**src/rtl/trap_pkg.sv**
```systemverilog
package trap_pkg;
   typedef enum logic [1:0] {
      TK_EXC = 2'd0,
      TK_MMU = 2'd1,
      TK_IRQ = 2'd2,
      TK_BRK = 2'd3
   } trap_kind_e;

   typedef enum logic [1:0] {
      AC_LOAD  = 2'd0,
      AC_STORE = 2'd1,
      AC_FETCH = 2'd2
   } access_e;

   // status word bit positions; saved copies sit one above the live ones
   localparam int MB_IE  = 1;
   localparam int MB_BIP = 3;
   localparam int MB_EIP = 9;
   localparam int MB_UM  = 11;
   localparam int MB_UMS = 12;
   localparam int MB_VM  = 13;
   localparam int MB_VMS = 14;

   // exception status word layout
   localparam int EB_DLY    = 12;
   localparam int EB_STORE  = 10;
   localparam int SYN_LO    = 5;
   localparam int SYN_W     = 7;
   localparam int CAUSE_W   = 5;
   localparam logic [CAUSE_W-1:0] CAUSE_UNALIGNED = 5'd1;
   localparam logic [2:0] CAUSE_MMU_HI = 3'b100;

   localparam int LNK_W   = 5;
   localparam logic [LNK_W-1:0] LNK_IRQ = 5'd14;
   localparam logic [LNK_W-1:0] LNK_BRK = 5'd16;
   localparam logic [LNK_W-1:0] LNK_EXC = 5'd17;

   localparam logic [7:0] OFS_IRQ = 8'h10;
   localparam logic [7:0] OFS_BRK = 8'h18;
   localparam logic [7:0] OFS_EXC = 8'h20;
endpackage

```
**src/rtl/trap_ret_calc.sv**
```systemverilog
module trap_ret_calc import trap_pkg::*; #(
   parameter int XLEN = 32
) (
   input  logic [1:0]             kind,
   input  logic [XLEN-1:0]        pc,
   input  logic                   in_dly,
   input  logic                   after_imm,
   input  logic                   br_imm,
   output logic [LNK_W-1:0]       sel,
   output logic [XLEN-1:0]        val,
   output logic [XLEN-1:0]        vec_ofs
);
   logic [XLEN-1:0] rewind;

   always_comb begin
      if (in_dly)         rewind = br_imm ? XLEN'(8) : XLEN'(4);
      else if (after_imm) rewind = XLEN'(4);
      else                rewind = '0;
   end

   always_comb begin
      case (trap_kind_e'(kind))
         TK_IRQ: begin
            sel = LNK_IRQ;  val = pc;            vec_ofs = XLEN'(OFS_IRQ);
         end
         TK_BRK: begin
            sel = LNK_BRK;  val = pc;            vec_ofs = XLEN'(OFS_BRK);
         end
         TK_MMU: begin
            sel = LNK_EXC;  val = pc - rewind;   vec_ofs = XLEN'(OFS_EXC);
         end
         default: begin
            sel = LNK_EXC;  val = pc + XLEN'(4); vec_ofs = XLEN'(OFS_EXC);
         end
      endcase
   end
endmodule

```
**src/rtl/trap_cause.sv**
```systemverilog
module trap_cause import trap_pkg::*; #(
   parameter int ESR_W = 16
) (
   input  logic [1:0]       kind,
   input  logic             in_dly,
   input  logic [1:0]       acc,
   input  logic             miss,
   input  logic             syn_valid,
   input  logic [SYN_W-1:0] syn,
   input  logic [ESR_W-1:0] esr_old,
   output logic [ESR_W-1:0] esr_new
);
   always_comb begin
      esr_new = esr_old;
      case (trap_kind_e'(kind))
         TK_EXC: begin
            esr_new = '0;
            esr_new[CAUSE_W-1:0] = CAUSE_UNALIGNED;
            if (syn_valid) esr_new[SYN_LO +: SYN_W] = syn;
            esr_new[EB_DLY] = in_dly;
         end
         TK_MMU: begin
            esr_new = '0;
            esr_new[CAUSE_W-1:0] = {CAUSE_MMU_HI, miss, access_e'(acc) == AC_FETCH};
            esr_new[EB_STORE] = (access_e'(acc) == AC_STORE);
            esr_new[EB_DLY] = in_dly;
         end
         default: ;
      endcase
   end
endmodule

```
**src/rtl/trap_msr_stack.sv**
```systemverilog
module trap_msr_stack import trap_pkg::*; #(
   parameter int XLEN = 32
) (
   input  logic [1:0]      kind,
   input  logic [XLEN-1:0] msr_in,
   output logic [XLEN-1:0] msr_out
);
   always_comb begin
      msr_out = msr_in;
      case (trap_kind_e'(kind))
         TK_IRQ:  msr_out[MB_IE]  = 1'b0;
         TK_BRK:  msr_out[MB_BIP] = 1'b1;
         default: msr_out[MB_EIP] = 1'b1;
      endcase
      msr_out[MB_UMS] = msr_in[MB_UM];
      msr_out[MB_VMS] = msr_in[MB_VM];
      msr_out[MB_UM]  = 1'b0;
      msr_out[MB_VM]  = 1'b0;
   end
endmodule

```
**src/rtl/trap_entry_ctrl.sv**
```systemverilog
module trap_entry_ctrl import trap_pkg::*; #(
   parameter int              XLEN     = 32,
   parameter int              ESR_W    = 16,
   parameter logic [XLEN-1:0] VEC_BASE = '0,
   parameter bit              EXC_EN   = 1'b1
) (
   input  logic              clk,
   input  logic              rst,
   input  logic              take,
   input  logic [1:0]        kind,
   input  logic [XLEN-1:0]   cur_pc,
   input  logic [XLEN-1:0]   br_target,
   input  logic [XLEN-1:0]   cur_msr,
   input  logic              in_dly,
   input  logic              after_imm,
   input  logic              br_imm,
   input  logic [1:0]        acc,
   input  logic              miss,
   input  logic              syn_valid,
   input  logic [6:0]        syn,
   input  logic [XLEN-1:0]   fault_addr,
   output logic              irq_ok,
   output logic [XLEN-1:0]   pc_q,
   output logic [XLEN-1:0]   msr_q,
   output logic [ESR_W-1:0]  esr_q,
   output logic [XLEN-1:0]   ear_q,
   output logic [XLEN-1:0]   btr_q,
   output logic              lnk_we,
   output logic [4:0]        lnk_sel,
   output logic [XLEN-1:0]   lnk_val,
   output logic              resv_clr,
   output logic              iflag_clr,
   output logic              entered,
   output logic              dfault
);
   localparam int MIN_XLEN  = MB_VMS + 1;
   localparam int MIN_ESR   = EB_DLY + 1;
   localparam int VEC_ALIGN = 6;

   if (XLEN < MIN_XLEN) begin : g_bad_xlen
      $error("XLEN too small for the status word layout");
   end
   if (ESR_W < MIN_ESR) begin : g_bad_esr
      $error("ESR_W too small for the exception status layout");
   end
   if (VEC_BASE[VEC_ALIGN-1:0] != '0) begin : g_bad_base
      $error("VEC_BASE must be 64-byte aligned");
   end

   logic               exc_allow;
   logic               mmu_pend_q;
   logic               is_exc, is_mmu, is_irq;
   logic               dbl, accept;
   logic [LNK_W-1:0]   sel_n;
   logic [XLEN-1:0]    link_n, vofs_n, msr_n;
   logic [ESR_W-1:0]   esr_n;

   if (EXC_EN) begin : g_exc_on
      assign exc_allow = 1'b1;
   end else begin : g_exc_off
      assign exc_allow = 1'b0;
   end

   assign is_exc = (trap_kind_e'(kind) == TK_EXC);
   assign is_mmu = (trap_kind_e'(kind) == TK_MMU);
   assign is_irq = (trap_kind_e'(kind) == TK_IRQ);

   assign irq_ok = cur_msr[MB_IE] & ~cur_msr[MB_EIP] & ~cur_msr[MB_BIP]
                   & ~in_dly & ~after_imm;

   assign dbl    = take & is_mmu & mmu_pend_q & cur_msr[MB_EIP];
   assign accept = take & ~dbl &
                   (is_irq ? irq_ok : (is_exc ? exc_allow : 1'b1));

   trap_ret_calc #(.XLEN(XLEN)) u_ret (
      .kind(kind), .pc(cur_pc), .in_dly(in_dly), .after_imm(after_imm),
      .br_imm(br_imm), .sel(sel_n), .val(link_n), .vec_ofs(vofs_n)
   );

   trap_cause #(.ESR_W(ESR_W)) u_cause (
      .kind(kind), .in_dly(in_dly), .acc(acc), .miss(miss),
      .syn_valid(syn_valid), .syn(syn), .esr_old(esr_q), .esr_new(esr_n)
   );

   trap_msr_stack #(.XLEN(XLEN)) u_msr (
      .kind(kind), .msr_in(cur_msr), .msr_out(msr_n)
   );

   always_ff @(posedge clk) begin
      if (rst) begin
         pc_q       <= VEC_BASE;
         msr_q      <= '0;
         esr_q      <= '0;
         ear_q      <= '0;
         btr_q      <= '0;
         lnk_we     <= 1'b0;
         lnk_sel    <= '0;
         lnk_val    <= '0;
         resv_clr   <= 1'b0;
         iflag_clr  <= 1'b0;
         entered    <= 1'b0;
         dfault     <= 1'b0;
         mmu_pend_q <= 1'b0;
      end else begin
         entered   <= accept;
         lnk_we    <= accept;
         resv_clr  <= accept;
         iflag_clr <= accept;
         dfault    <= dfault | dbl;
         if (accept) begin
            pc_q    <= VEC_BASE + vofs_n;
            msr_q   <= msr_n;
            lnk_sel <= sel_n;
            lnk_val <= link_n;
            if (is_exc || is_mmu) begin
               esr_q <= esr_n;
               ear_q <= fault_addr;
               if (in_dly) btr_q <= br_target;
            end
         end
         if (accept && is_mmu)
            mmu_pend_q <= 1'b1;
         else if (!take && !cur_msr[MB_EIP])
            mmu_pend_q <= 1'b0;
      end
   end
endmodule

```
**config.mk**
```make
export PLATFORM = sky130hd
export DESIGN_NAME = trap_entry_ctrl
export DESIGN_NICKNAME = d
export VERILOG_FILES = /design/src/rtl/trap_pkg.sv /design/src/rtl/trap_ret_calc.sv /design/src/rtl/trap_cause.sv /design/src/rtl/trap_msr_stack.sv /design/src/rtl/trap_entry_ctrl.sv
export SDC_FILE = /design/constraint.sdc
export NUM_CORES = 1
export LEC_CHECK = 0
export ABC_AREA = 1
export BUFFER_PORTS_ARGS = -buffer_cell sky130_fd_sc_hd__buf_4
export CAP_MARGIN = 20
export CORE_AREA = 2 2 131 133
export CTS_BUF_LIST = sky130_fd_sc_hd__clkbuf_4
export DETAILED_ROUTE_END_ITERATION = 8
export DIE_AREA = 0 0 133 135
export GPL_ROUTABILITY_DRIVEN = 0
export PLACE_DENSITY = 0.78
export SYNTH_ARGS = -nofsm -noshare
export SYNTH_HDL_FRONTEND = slang
export SYNTH_SLANG_ARGS = --single-unit
```
**constraint.sdc**
```tcl
create_clock -name clk -period 3.3 [get_ports clk]
set_input_delay 0.66 -clock clk [delete_from_list [all_inputs] [get_ports clk]]
set_output_delay 0.66 -clock clk [all_outputs]
set_load 0.01 [all_outputs]
```
==> run_results.csv <==
group,metric,value,unit
status,outcome,"completed",
clock_network,cts_resized,0,
timing,slew_headroom,50.6,%
yosys,synth_commonest_cells,"287 x nand2_1, 176 x nor2_1, 145 x dfxtp_1, 84 x inv_1, 78 x o21ai_0",
worst_setup_path,path_max_fanout,11,
floorplan,io_pins,334,
yosys,yosysMostFrequentCell,"nand2_1",
drt,wire_per_inst,15.6,µm
timing,worst_slew_pin_slew,0.742,ns
yosys,seq_area_frac_synth,38.5,%
yosys,syn_inst,1128,
timing,fmax,434,MHz
timing,setup_ws,0.995,ns
drt,drcViolationCount,0,
yosys,synth_top_area_cell,"dfxtp_1",
yosys,ys_warn_count,0,
place,pre_cts_ws,0.444,ns
yosys,synth.distinct_cells,37,
worst_setup_path,startpoint_type,"input pin",
grt,grt_pass1_wl,39.7,mm
floorplan,die_area,18000,µm²
drt,routed-wl-met2,12.4,mm
floorplan,rows,47,
timing,setup_viol,0,
place,io_buffer_count,295,
worst_setup_path,reg2regPathDepth,8,
timing,period_share,69.9,%
worst_setup_path,path_class,"input pin to flop",
yosys,ys_async_sr_fraction,0,%
layout,syn_to_final_growth,32.3,%
yosys,synth_area_leaders,"dfxtp_1 38%, nand2_1 14%, nor2_1 8.8%",
yosys,ys.flop_type,"dfxtp_1",
drt,totalWireLength,25.5,mm
grt,antenna_found_initial,1,
timing,fin_worst_skew,0.0223,ns
hold_path,hold_class,"input pin to flop",
grt,grt_max_degree,66,
drt,drt-pass1-iter-count,6,
worst_setup_path,crit_arrival,2.81,ns
timing,slew_viol_final,0,
clock_network,cts_made_buffers,17,
clock_network,hold_buffers,0,
worst_setup_path,end_kind,"flop",
grt,grt_use_total,27.7,%
clock_network,clockBufferDepth,2,
grt,grt_pass1_vias,7539,
floorplan,die_h,135,µm
clock_network,cts_tree,"yes",
power,p_leak,4.98,nW
clock_network,post_cts_buffers,0,
clock_network,root_buffer,"clkbuf_4",
drt,viasPerCell,5.00,
yosys,yosysTopAreaCellShare,38.5,%
flow_run,cap_viol_max_count,0,
clock_network,clk_pin_slew,0.15,ns
drt,dr_wl_met3,2.05,mm
floorplan,fp.dieW,133,µm
clock_network,clock_sinks,145,
layout,drive_gt1_share,27.3,%
yosys,synthesis.area,7550,µm²
hold_path,whs_path_depth,3,
floorplan,start_util,46.0,%
power,powerDensity,407,nW/µm²
drt,drt_first_iter_violations,604,
timing,rsz0062_at_grt,"no",
floorplan,core,16400,µm²
drt,postRouteAntennaNets,0,
grt,grt_overflow,0,
power,vdd_drop_max,221,µV
timing,final.setup.tns,0,ns
drt,vias,8144,
yosys,synth_edf_count,0,
worst_setup_path,required,3.81,ns
clock_network,insertion_delay,0.58,ns
place,dp.final_hpwl,19.3,mm
timing,finalCriticalPeriod,2.31,ns
drt,met1_length,10.5,mm
layout,fin_nets,1544,
yosys,synth.avg_cell_area,6.69,µm²
clock_network,htree_levels,4,
yosys,ys_seq_elements,145,
timing,finalHoldViolCount,0,
drt,highest_layer,"met4",
## where the power goes
group	switching, mW	total (mW)	internal (mW)
sequential	0.0552	1.91	1.85
combinational	0.529	0.932	0.403
clock	0.748	1.22	0.473
## final timing paths
check / slack (ns) / from / to
hold reg to reg: 0.47 / ear_q[17] / ear_q[17]
setup / recovery: 0.99 / kind[1] / lnk_val[27]
setup reg to reg: 1.39 / mmu_pend_q / lnk_sel[4]
hold / removal: 0.29 / cur_msr[21] / msr_q[21]
## state kept, by name (all words and copies together) (netlist names)
| signal | flops |
|---|---|
| entered | 1 |
| msr_q | 30 |
| ear_q | 32 |
| esr_q | 11 |
| btr_q | 32 |
| pc_q | 2 |
| dfault | 1 |
| lnk_sel | 3 |
| mmu_pend_q | 1 |
| lnk_val | 32 |
## layout make-up
class	instances	area, µm²
fillers	1577	6420
multi-input cells	824	3820
well taps	220	275
diodes	1	2.50
clock inverters	15	170
clock buffers	17	128
flip-flops and latches	145	2900
inverters	97	364
repair buffers	309	2320
## layer usage
metal	vias to the layer above	GRT usage [%]
met5	-	0
met4	0	9.44
met3	42	6.94
met2	348	46.6
met1	3677	34.6
li1	4077	-
## metrics by stage
step	power, mW	hold WS [ns]	cell area (µm²)	std cells	utilization [%]
after global placement	2.86	0.448	9690	1595	59.0
after detailed placement	2.87	0.453	9690	1595	59.0
final	4.06	0.288	9990	1628	60.9
after floorplan	2.48	0.445	7680	1163	-
after global routing	4.29	0.254	9990	1628	60.9
after CTS	4.09	0.251	9980	1627	60.9
## cells by family (layout without fill, tap and decap cells)
group / count (synthesis) / count (layout) / share of synthesized area (%)
and+or+nand+nor: 565 / 565 / 30.6
AOI/OAI and AO/OA: 208 / 208 / 16.0
adders and majority gates: 3 / 3 / 0.597
other: 1 / 37 / 0.0497
DFF: 145 / 145 / 38.5
xor gates and xnor gates: 12 / 12 / 1.64
buffers and inverters: 194 / 438 / 12.6
## critical path, stage by stage
cell and delay [ns]:
buf_4 0.15, inv_2 0.18, nand2_4 0.07, nor2_1 0.21, ha_1 0.27, inv_1 0.05
nor2_1 0.03, o21ai_0 0.14, nand2_1 0.14, nand2_1 0.09, nand2_1 0.09, nand2_1 0.07
nand2_1 0.14, nand2_1 0.13, nand3_1 0.07, nand2_1 0.06, nand3_1 0.11, a21oi_1 0.15
## cell usage in the layout, fill, tap and decap left out, drive strengths merged
cell type,synthesis,layout
nand3b,1,1
a22oi,26,26
o21ai,79,79
and2,2,2
clkinv,0,4
ha,2,2
bufinv,0,2
a221oi,1,1
a41o,2,2
diode,0,1
o41ai,2,2
nor3,1,1
buf,71,309
nand3,70,70
dfxtp,145,145
inv,97,104
nand4,1,1
clkbuf,26,17
o21bai,1,1
a41oi,16,16
nor2,185,185
xor2,12,12
fa,1,1
or2,4,4
a2bb2oi,1,1
nand2,301,301
clkinvlp,0,2
conb,1,36
a21oi,78,78
a31oi,2,2
Power figures use the tool's default switching activity.
